## src/rtl/irqm_pkg.sv

```systemverilog
package irqm_pkg;
  localparam int NCPU = 4;

  typedef enum logic [2:0] {
    ACC_ERR,
    ACC_ZERO,
    ACC_MASK,
    ACC_VIEW,
    ACC_RAW
  } acc_kind_e;

  typedef struct packed {
    acc_kind_e  kind;
    logic [1:0] cpu;
  } acc_dec_t;
endpackage

```

## src/rtl/irqm_decode.sv

```systemverilog
module irqm_decode
  import irqm_pkg::*;
#(
  parameter int ADDR_W = 12,
  parameter int BE_W   = 8
) (
  input  logic [ADDR_W-1:0] addr,
  input  logic [BE_W-1:0]   be,
  output acc_dec_t          dec
);
  localparam int SLOT_LSB = 6;

  logic [5:0] slot;
  logic       aligned;
  logic       in_range;

  always_comb begin
    slot     = addr[SLOT_LSB +: 6];
    aligned  = (addr[SLOT_LSB-1:0] == '0);
    in_range = ((addr >> 12) == '0);
    dec.cpu  = {addr[10], addr[6]};
    dec.kind = ACC_ERR;
    if (be == '1 && aligned && in_range) begin
      case (slot)
        6'd8, 6'd9, 6'd24, 6'd25:   dec.kind = ACC_MASK;
        6'd10, 6'd11, 6'd26, 6'd27: dec.kind = ACC_VIEW;
        6'd12:                      dec.kind = ACC_RAW;
        6'd0, 6'd1, 6'd2, 6'd3,
        6'd4, 6'd5, 6'd6, 6'd7,
        6'd13, 6'd14, 6'd15,
        6'd16, 6'd17, 6'd18, 6'd19,
        6'd22, 6'd23,
        6'd28, 6'd29, 6'd30,
        6'd48, 6'd49, 6'd50, 6'd51: dec.kind = ACC_ZERO;
        default:                    dec.kind = ACC_ERR;
      endcase
    end
  end
endmodule

```

## src/rtl/irqm_req_latch.sv

```systemverilog
module irqm_req_latch #(
  parameter int W        = 64,
  parameter int CASC_BIT = 55
) (
  input  logic         clk,
  input  logic         rst_n,
  input  logic [W-1:0] lines,
  input  logic         cascade,
  output logic [W-1:0] req_d,
  output logic [W-1:0] req_q
);
  always_comb begin
    req_d           = lines;
    req_d[CASC_BIT] = cascade;
  end

  always_ff @(posedge clk or negedge rst_n) begin
    if (!rst_n) req_q <= '0;
    else        req_q <= req_d;
  end
endmodule

```

## src/rtl/irqm_mask_reg.sv

```systemverilog
module irqm_mask_reg #(
  parameter int W = 64
) (
  input  logic         clk,
  input  logic         rst_n,
  input  logic         we,
  input  logic [W-1:0] wdata,
  output logic [W-1:0] mask_d,
  output logic [W-1:0] mask_q
);
  always_comb begin
    mask_d = mask_q;
    if (we) mask_d = wdata;
  end

  always_ff @(posedge clk or negedge rst_n) begin
    if (!rst_n)  mask_q <= '0;
    else if (we) mask_q <= mask_d;
  end
endmodule

```

## src/rtl/irq_mask_hub.sv

```systemverilog
module irq_mask_hub
  import irqm_pkg::*;
#(
  parameter int REQ_W    = 64,
  parameter int ADDR_W   = 12,
  parameter int CASC_BIT = 55
) (
  input  logic              clk,
  input  logic              rst_n,
  input  logic [REQ_W-1:0]  dev_irq,
  input  logic              cascade_irq,
  input  logic [3:0]        cpu_present,
  input  logic              acc_valid,
  input  logic              acc_write,
  input  logic [ADDR_W-1:0] acc_addr,
  input  logic [7:0]        acc_be,
  input  logic [REQ_W-1:0]  acc_wdata,
  output logic              rsp_valid,
  output logic              rsp_err,
  output logic [REQ_W-1:0]  rsp_rdata,
  output logic [3:0]        cpu_irq
);
  localparam int BE_W = REQ_W / 8;

  acc_dec_t                      dec;
  logic [REQ_W-1:0]              req_d, req_q;
  logic [NCPU-1:0][REQ_W-1:0]    mask_d, mask_q;
  logic [NCPU-1:0]               mask_we;
  logic [NCPU-1:0]               irq_d, irq_q;
  logic                          rsp_valid_d, rsp_err_d;
  logic [REQ_W-1:0]              rdata_d;
  logic                          rsp_valid_q, rsp_err_q;
  logic [REQ_W-1:0]              rdata_q;

  irqm_decode #(.ADDR_W(ADDR_W), .BE_W(BE_W)) u_dec (
    .addr (acc_addr),
    .be   (acc_be),
    .dec  (dec)
  );

  irqm_req_latch #(.W(REQ_W), .CASC_BIT(CASC_BIT)) u_req (
    .clk     (clk),
    .rst_n   (rst_n),
    .lines   (dev_irq),
    .cascade (cascade_irq),
    .req_d   (req_d),
    .req_q   (req_q)
  );

  for (genvar n = 0; n < NCPU; n++) begin : g_cpu
    assign mask_we[n] = acc_valid && acc_write && (dec.kind == ACC_MASK)
                        && (dec.cpu == n[1:0]);

    irqm_mask_reg #(.W(REQ_W)) u_mask (
      .clk    (clk),
      .rst_n  (rst_n),
      .we     (mask_we[n]),
      .wdata  (acc_wdata),
      .mask_d (mask_d[n]),
      .mask_q (mask_q[n])
    );

    assign irq_d[n] = cpu_present[n] && ((mask_d[n] & req_d) != '0);
  end

  always_comb begin
    rsp_valid_d = acc_valid;
    rsp_err_d   = acc_valid && (dec.kind == ACC_ERR);
    rdata_d     = '0;
    if (acc_valid && !acc_write) begin
      case (dec.kind)
        ACC_MASK: rdata_d = mask_q[dec.cpu];
        ACC_VIEW: rdata_d = mask_q[dec.cpu] & req_q;
        ACC_RAW:  rdata_d = req_q;
        default:  rdata_d = '0;
      endcase
    end
  end

  always_ff @(posedge clk or negedge rst_n) begin
    if (!rst_n) begin
      irq_q       <= '0;
      rsp_valid_q <= 1'b0;
      rsp_err_q   <= 1'b0;
      rdata_q     <= '0;
    end else begin
      irq_q       <= irq_d;
      rsp_valid_q <= rsp_valid_d;
      rsp_err_q   <= rsp_err_d;
      rdata_q     <= rdata_d;
    end
  end

  assign cpu_irq   = irq_q;
  assign rsp_valid = rsp_valid_q;
  assign rsp_err   = rsp_err_q;
  assign rsp_rdata = rdata_q;
endmodule

```

## config.mk

```make
export PLATFORM = sky130hd
export DESIGN_NAME = irq_mask_hub
export DESIGN_NICKNAME = d
export VERILOG_FILES = /design/src/rtl/irqm_pkg.sv /design/src/rtl/irqm_decode.sv /design/src/rtl/irqm_req_latch.sv /design/src/rtl/irqm_mask_reg.sv /design/src/rtl/irq_mask_hub.sv
export SDC_FILE = /design/constraint.sdc
export NUM_CORES = 1
export LEC_CHECK = 0
export BUFFER_PORTS_ARGS = -buffer_cell sky130_fd_sc_hd__buf_2
export CORE_ASPECT_RATIO = 1.5
export CORE_MARGIN = 3
export CORE_UTILIZATION = 40
export DETAILED_ROUTE_END_ITERATION = 10
export GPL_ROUTABILITY_DRIVEN = 0
export GPL_TIMING_DRIVEN = 1
export SLEW_MARGIN = 20
export SYNTH_ARGS = -nofsm -noshare
export SYNTH_HDL_FRONTEND = slang
export SYNTH_SLANG_ARGS = --single-unit
export TNS_END_PERCENT = 50
```

## constraint.sdc

```tcl
create_clock -name clk -period 2.7 [get_ports clk]
set_input_delay 0.54 -clock clk [delete_from_list [all_inputs] [get_ports clk]]
set_output_delay 0.54 -clock clk [all_outputs]
set_load 0.005 [all_outputs]
```

# Word-level counts from Yosys, hierarchy flattened
# Memories as Yosys holds them, arrays and structs flattened.
# Cells that the tools add are included.
# totals
in_bits	157
regBits	390
word_cells	53
mem_count	1
rom_bits	192
# classes
n_bitwise	5
n_eq_ne	7
reduce_logical	21
muxes	9
n_lt_le_gt_ge	1
# mem_list
memory	words	word_bits	rd	rd_ports_with_merged_regs	wr	line	rtl
(no name shown)	64	3	1	0	0	irqm_decode.sv:24	case (slot)
# ops
cell	n
2-to-1 mux 64 bit	6
AND 64 bit	5
nonzero test 64 bit	4
one-hot mux 64 bit (3 select lines)	1
binary-select mux 64 bit (select 2 bit)	1
logical AND 1 bit	13
equality test 8 bit (second input constant)	1
equality test 3 x 2 -> 1 bit (second input constant)	2
logical NOT 6 bit	1
equality test 2 bit (second input constant)	2
equality test 3 bit (second input constant)	1
logical NOT 3 bit	1
less-than comparator 2 x 3 -> 1 bit (second input constant)	1
2-to-1 mux 3 bit	1
equality test 2 x 1 -> 1 bit (second input constant)	1
logical NOT 2 bit	1
logical NOT 1 bit	1

# Depth between registers and ports, before layout
# Gate-level depths: netlist of run 1.
# depth
depth_word	10
depth_mapped	12
ltp_nobuf	8

# Modules after synthesis
# From an unflattened synthesis of run 1, not the netlist that was laid out.
# unflattened
cells_unflattened	1518
hier_area_um2	21079.0
# modules_own_cells
module	area_per_inst_um2	cells_each	instances
irqm_mask_reg	3220.6	206	4
irq_mask_hub	5965.7	547	1
irqm_req_latch	2082.0	128	1
irqm_decode	148.9	19	1

# Least setup slack after synthesis of run 1
# No wires, ideal clock.
# synth_timing
kind	input to register
startpoint	input port acc_addr[10]
endpoint	register irq_q[1] (netlist: cpu_irq[1])
setup_ps	129
t_arrival_ps	2855
slack_ps	-284
path_buffers	3
t_required_ps	2571
stages	11
cell_sequence	buf_6 mux2_4 o22a_1 a211o_1 buf_6 nand2_8 buf_4 mux2_2 a22oi_1 nand3_1 o41a_1
# synth_between
elab_chain_cells	9
word_cells_on_any_way	10
# synth_lines
element	line	rtl
start, declared	irq_mask_hub.sv:15	input logic [ADDR_W-1:0] acc_addr,
memory (64 x 3 bit)	n/a	
2-to-1 mux 3 bit	irqm_decode.sv:23	if (be == '1 && aligned && in_range) begin
equality test 3 x 2 -> 1 bit	irq_mask_hub.sv:51	assign mask_we[n] = acc_valid && acc_write && (dec.kind == ACC_MASK)
logical AND 1 bit	irq_mask_hub.sv:51	
logical AND 1 bit (*)	irq_mask_hub.sv:52	&& (dec.cpu == n[1:0]);
2-to-1 mux 64 bit (*)	irqm_mask_reg.sv:13	if (we) mask_d = wdata;
AND 64 bit (*)	irq_mask_hub.sv:63	assign irq_d[n] = cpu_present[n] && ((mask_d[n] & req_d) != '0);
nonzero test 64 bit (*)	irq_mask_hub.sv:63	
logical AND 1 bit (*)	irq_mask_hub.sv:63	
net irq_d[1]	irq_mask_hub.sv:29	logic [NCPU-1:0] irq_d, irq_q;
end signal, assigned	irq_mask_hub.sv:87	irq_q <= irq_d;
end, declared	irq_mask_hub.sv:29	
# The timed path passes the listed nets; every way through them passes the cells marked *.
# A chain may end at the register's enable or synchronous reset.

# Final worst setup path of run 1
# layout_timing
startpoint	input port acc_addr[1]
endpoint	register irq_q[3] (netlist: cpu_irq[3])
# layout_between
elab_chain_cells	10
# layout_lines
element	line	rtl
logical NOT 6 bit	irqm_decode.sv:19	aligned = (addr[SLOT_LSB-1:0] == '0);
logical AND 1 bit	irqm_decode.sv:23	
2-to-1 mux 3 bit	irqm_decode.sv:23	
equality test 3 x 2 -> 1 bit	irq_mask_hub.sv:51	
logical AND 1 bit	irq_mask_hub.sv:51	
logical AND 1 bit	irq_mask_hub.sv:52	
2-to-1 mux 64 bit	irqm_mask_reg.sv:13	
AND 64 bit	irq_mask_hub.sv:63	
nonzero test 64 bit	irq_mask_hub.sv:63	
logical AND 1 bit	irq_mask_hub.sv:63	
net irq_d[3]	irq_mask_hub.sv:29	
# The timed path passes the listed nets, and every way through them passes these cells.

==> impl_metrics.json, run 1 <==
{
  "final_common_cell": "dfrtp_1",
  "clk_pin_slew_ps": 60,
  "drt_first_pass_iters": 6,
  "ant_nets": 0,
  "start_util_pct": 40.9,
  "grt_use_total_pct": 24.1,
  "grt_pass1_vias": 14941,
  "clock.fmax_mhz": 371,
  "synthCells": 1460,
  "drv.max_cap_violation_count": 0,
  "drt-total-wl_um": 58600,
  "cts_sinks": 390,
  "yosysSeqAreaShare_pct": 54.0,
  "grt_start_max_net_pins": 76,
  "yosys_warnings": 0,
  "die_h_um": 266,
  "fp-row-count": 94,
  "dpl-instance-area_um2": 21000,
  "coreArea_um2": 44200,
  "ys_seq_elements": 390,
  "synth_top_area_share_pct": 54.0,
  "viasPerCell": 5.73,
  "pin_count": 227,
  "num_vias": 13814,
  "final.setup.worst_slack_ps": 4.20,
  "grt_setup_unrepaired": "yes",
  "cp-start-kind": "input port",
  "irDropWorstVdd_mv": 0.430,
  "clock-skew-final_ps": 15.0,
  "p_per_area_nw_per_um2": 545,
  "cp_max_fo": 6,
  "final_cell_mix": "390 x dfrtp_1, 238 x nand2_1, 223 x buf_2",
  "worstPathRequired_ps": 3090,
  "drt_iter0_markers": 938,
  "cts_buffer_depth": 3,
  "worstSkewPairLatency_ps": 550,
  "drive_gt1_share_pct": 40.7,
  "wl_per_cell_um": 24.3,
  "synth_area_per_cell_um2": 12.4,
  "finalCritPeriodShare_pct": 99.8,
  "route.detailed.drc": 0,
  "grt_antenna_before_repair": 10,
  "die_x_um": 180,
  "syn_nets": 1617,
  "fp.dieArea_um2": 47900,
  "yosys.area.top_type": "dfrtp_1",
  "synth_edf_count": 0,
  "grt_pass1_wl_um": 89300,
  "nets": 1958,
  "slew_viol_final": 0,
  "synthTopCellsByArea": "dfrtp_1 54%, mux2_2 12%, mux4_2 8.0%, nand2_1 4.9%, a22oi_1 3.4%",
  "io_buffers": 225,
  "finalNonFillerCells": 2412,
  "cts_tree": "done",
  "power.total_mw": 12.3,
  "worst_pin_slew_ps": 727,
  "ys.flop_type": "dfrtp_1",
  "end_kind": "flop",
  "async_flop_share_pct": 100,
  "grt_overflow_total": 0,
  "relSlewSlack_pct": 51.5,
  "synthesis.area_um2": 18100,
  "h-tree-depth": 2,
  "crit_type": "input port to flop",
  "synth_cell_types": 49,
  "stdcell_area_um2": 22500,
  "hpwl_um": 42200,
  "setup_viol_count_final": 0,
  "p_leak_nw": 11.3,
  "cts_root_buffer": "clkbuf_16",
  "arrival_ps": 3090,
  "hold_violations": 0,
  "dp.cells": 2331,
  "pre_cts_ws_ps": -950,
  "finish.utilization_pct": 50.9,
  "period_needed_ps": 2700,
  "area_delta_synth_final_pct": 24.5,
  "holdCritPathClass": "input port to flop",
  "cts_buffers": 39,
  "outcome": "finished clean"
}
cells in the mapped netlist, drive strengths merged, types with 3 or more instances:
cell type and number:
a21oi 73, clkbuf 42, buf 44, and4 9, dfrtp 390, mux2 205
a222oi 9, and3 72, and4b 3, and2 3, a21boi 6, a22oi 82
nor3 7, a221oi 5, nand4 14, o21ai 78, a41oi 3, nand2 242
a22o 7, nand3 23, mux2i 41, a2111oi 18, inv 6, mux4 64
where the power goes:
group | total (mW) | internal (mW) | leakage (nW) | switching, mW
combinational | 0.656 | 0.219 | 5.33 | 0.437
sequential | 5.90 | 5.89 | 5.30 | 0.0110
clock | 5.71 | 3.40 | 0.660 | 2.31
cell type report:
class | count | area [µm²]
Fill cell | 4027 | 21700
Sequential cell | 390 | 9760
Multi-Input combinational cell | 979 | 8140
Timing Repair Buffer | 385 | 2520
Clock buffer | 62 | 1220
Tap cell | 576 | 721
Clock inverter | 8 | 118
Inverter | 6 | 22.5
Antenna cell | 6 | 15.0
worst max-delay path, cell delays in order:
cell and delay [ps]:
buf_2 120, nor4bb_4 320, nand4_1 190, buf_4 190, a211oi_4 260, nor2_4 60, buf_12 140, buf_4 140
mux2_4 300, a2111o_1 440, a2111oi_4 220, a41oi_1 160
path summary, 6_finish.rpt:
check | start | end | slack, ps | cells after the start
worst min register to register | g_cpu[3].u_mask.mask_q[38] | g_cpu[3].u_mask.mask_q[38] | 490 | 2
min in group asynchronous | rst_n | rsp_rdata[30] | 520 | 2
max in group asynchronous | rst_n | g_cpu[3].u_mask.mask_q[47] | 1350 | 3
worst max register to register | g_cpu[2].u_mask.mask_q[1] | cpu_irq[2] | 110 | 10
worst max-delay path | acc_addr[1] | cpu_irq[3] | 4 | 12
worst min-delay path | dev_irq[30] | u_req.req_q[30] | 120 | 1
per-stage QoR:
step                      setup TNS [ps]  hold slack [ps]
after floorplan                     -528              244
after global placement            -19640              472
after detailed placement          -21930              479
after CTS                              0             99.5
after global routing                -283              111
final                                  0              123
repair_timing:
item,in CTS,in global routing
pin swaps,6,4
hold buffers,1,0
endpoints found under the setup margin,4,4
hold endpoints to repair,42,0
setup buffers,2,1
resized for setup,17,15
cloned,1,0
logic make-up (layout without fill, tap and decap cells):
family / after synthesis / count (layout) / share of synthesized area (%)
buffers and inverters: 92 / 461 / 2.42
AOI/OAI and AO/OA: 288 / 288 / 10.5
muxes: 310 / 310 / 23.1
and+or+nand+nor: 380 / 381 / 10.0
DFF: 390 / 390 / 54.0
other: 0 / 6 / 0
registers in the layout, summed over array words and instances (netlist names):
signal               count
rsp_valid                1
rsp_err                  1
u_req.req_q             64
rsp_rdata               64
cpu_irq                  4
g_cpu.u_mask.mask_q    256
metal layers:
layer / vias up / track usage [%] / wire, µm
li1: 6134 / - / -
met1: 7068 / 26.9 / 21300
met2: 465 / 45.1 / 31800
met3: 141 / 3.37 / 2670
met4: 6 / 11.6 / 2830
met5: - / 0 / 41
Power figures use the tool's default switching activity.
==> inputs of run 2 (changes only) <==
--- a/config.mk
+++ b/config.mk
@@ -6,12 +6,13 @@
 export NUM_CORES = 1
 export LEC_CHECK = 0
 export BUFFER_PORTS_ARGS = -buffer_cell sky130_fd_sc_hd__buf_2
-export CORE_ASPECT_RATIO = 1.5
+export CORE_ASPECT_RATIO = 1.75
 export CORE_MARGIN = 3
-export CORE_UTILIZATION = 40
+export CORE_UTILIZATION = 54
 export DETAILED_ROUTE_END_ITERATION = 10
 export GPL_ROUTABILITY_DRIVEN = 0
 export GPL_TIMING_DRIVEN = 1
+export PLACE_DENSITY = 0.75
 export SLEW_MARGIN = 20
 export SYNTH_ARGS = -nofsm -noshare
 export SYNTH_HDL_FRONTEND = slang
==> run 2 against run 1 <==
Compared with the run above: the flow now finishes with violations (negative setup slack); count of clock-buffer cells in the layout down 13; worst setup slack lost 20 ps; global-route usage rose by 7.0 points; sequential power about the same; sequential cell count did not move; register-to-register slack is essentially flat; largest cell class unchanged; largest power group unchanged.
==> impl_metrics.json, run 2 (synthesis results as in run 1) <==
{
  "outcome": "finished, violations left",
  "violations": "negative setup slack",
  "final.setup.worst_slack_ps": -15.7,
  "cts_tree": "done",
  "arrival_ps": 3110,
  "grt_pass1_vias": 14842,
  "pin_count": 227,
  "nets": 1955,
  "cts_buffer_depth": 3,
  "grt_start_max_net_pins": 87,
  "cp_max_fo": 8,
  "worst_pin_slew_ps": 783,
  "grt_setup_unrepaired": "yes",
  "coreArea_um2": 33000,
  "p_per_area_nw_per_um2": 539,
  "fp-row-count": 88,
  "drive_gt1_share_pct": 40.7,
  "final_cell_mix": "390 x dfrtp_1, 238 x nand2_1, 219 x buf_2",
  "cts_buffers": 37,
  "h-tree-depth": 2,
  "end_kind": "flop",
  "route.detailed.drc": 0,
  "finish.utilization_pct": 67.5,
  "p_leak_nw": 11.3,
  "hpwl_um": 40400,
  "ant_nets": 0,
  "drt_first_pass_iters": 6,
  "clock-skew-final_ps": 7.59,
  "drt-total-wl_um": 56100,
  "whs_path_depth": 1,
  "grt_antenna_before_repair": 9,
  "num_vias": 14208,
  "drv.max_cap_violation_count": 0,
  "largest-register": "g_cpu.u_mask.mask_q",
  "whs_ps": 177,
  "clk_pin_slew_ps": 60,
  "crit_type": "input port to flop",
  "cp_slowest_cell": "a2111oi_2",
  "worstPathRequired_ps": 3090,
  "rrSetupSlack_ps": 100,
  "reg2reg_depth": 10,
  "reg2reg_from": "g_cpu[2].u_mask.mask_q[1]",
  "slew_viol_final": 0,
  "hold_violations": 0,
  "cts_root_buffer": "clkbuf_16",
  "crit_path_end": "cpu_irq[2]",
  "grt_overflow_total": 0,
  "largest_register_ffs": 256,
  "cts_sinks": 390,
  "holdCritPathClass": "input port to flop",
  "irDropWorstVdd_mv": 0.582,
  "start_util_pct": 54.8,
  "wl_per_cell_um": 25.1,
  "grt_use_total_pct": 31.1,
  "die_x_um": 144,
  "crit_chain": "buf_2 -> mux2_4 -> o22a_1 -> a211o_4 -> nand2_4 -> buf_4 -> mux2_2 -> a2111oi_2 -> and4_1 -> a41oi_1",
  "r2r-end": "cpu_irq[2]",
  "grt_pass1_wl_um": 84900,
  "critical_path.startpoint": "acc_addr[10]",
  "setup_tns_ps": -15.7,
  "setup_viol_count_final": 1,
  "critPathMaxStageDelay_ps": 430,
  "relSlewSlack_pct": 47.8,
  "clock.fmax_mhz": 368,
  "cp-start-kind": "input port",
  "drt_iter0_markers": 1104,
  "final_common_cell": "dfrtp_1",
  "finalCritPeriodShare_pct": 101,
  "period_needed_ps": 2720,
  "viasPerCell": 6.37,
  "fp.dieArea_um2": 35800,
  "area_delta_synth_final_pct": 23.2,
  "die_h_um": 248,
  "io_buffers": 225,
  "worstSkewPairLatency_ps": 530,
  "fill_cells": 2430
}
==> run 2: cell types whose count changed in the layout (fill, tap and decap cells not counted), moves of 4 or more <==
cell and change:
buf_6 +6, buf_4 -4, a2111oi_0 +5, buf_2 -4
a2111oi_2 -4, clkbuf_1 -5, clkbuf_8 -4, clkbuf_16 -4
==> run 2: through the flow <==
stage / cells / instance area, µm² / setup slack (ps) / total power [mW]
6_report: 2232 / 22300 / -15.7 / 12.0
5_1_grt: 2230 / 22300 / -61.6 / 12.4
4_1_cts: 2219 / 22100 / 33.3 / 12.1
3_5_place_dp: 2155 / 20800 / -1200 / 6.64
3_3_place_gp: 2155 / 20800 / -1060 / 6.63
2_1_floorplan: 1460 / 18200 / -176 / 6.14
==> run 2: cell type report <==
cell class	instances	area (µm²)	share of cell area (%)
Sequential cell	390	9760	43.8
Multi-Input combinational cell	978	8150	36.6
Timing Repair Buffer	385	2580	11.6
Clock buffer	49	1050	4.72
Tap cell	405	507	2.27
Clock inverter	14	204	0.915
Inverter	6	22.5	0.101
Antenna cell	5	12.5	0.0562
==> run 2: worst min-delay path by stage <==
stage                                    start                    endpoint  slack (ps)
detailed placement  g_cpu[3].u_mask.mask_q[11]  g_cpu[3].u_mask.mask_q[11]         480
finish                             dev_irq[39]             u_req.req_q[39]         180
CTS                                dev_irq[39]             u_req.req_q[39]         150
global route                       dev_irq[39]             u_req.req_q[39]         150
floorplan                                rst_n                  cpu_irq[0]         240
global placement    g_cpu[3].u_mask.mask_q[46]  g_cpu[3].u_mask.mask_q[46]         470
==> run 2: what timing repair did <==
action / 4_1_cts / 5_1_grt
gates cloned: 0 / 0
resized for setup: 18 / 23
pin swaps: 6 / 11
hold buffers: 1 / 0
buffers inserted: 0 / 8
endpoints found under the hold margin: 48 / 0
endpoints found under the setup margin: 4 / 4
==> run 2: routing by layer <==
metal	vias up	track usage, %	wire length (µm)
li1	6120	-	-
met1	7243	34.5	18700
met2	616	55.7	30300
met3	221	4.46	3120
met4	8	18.4	3870
met5	-	0	61
==> run 2: critical path, delay by kind of cell <==
kind | cells | cell delay, ps
buffers and inverters | 2 | 280
and+or+nand+nor | 2 | 490
muxes | 2 | 640
AOI/OAI and AO/OA | 4 | 1160
==> run 2: power breakdown <==
part | internal [mW] | total, mW | switching (mW)
clock network | 3.21 | 5.47 | 2.25
registers | 5.89 | 5.90 | 0.0119
logic | 0.214 | 0.644 | 0.430
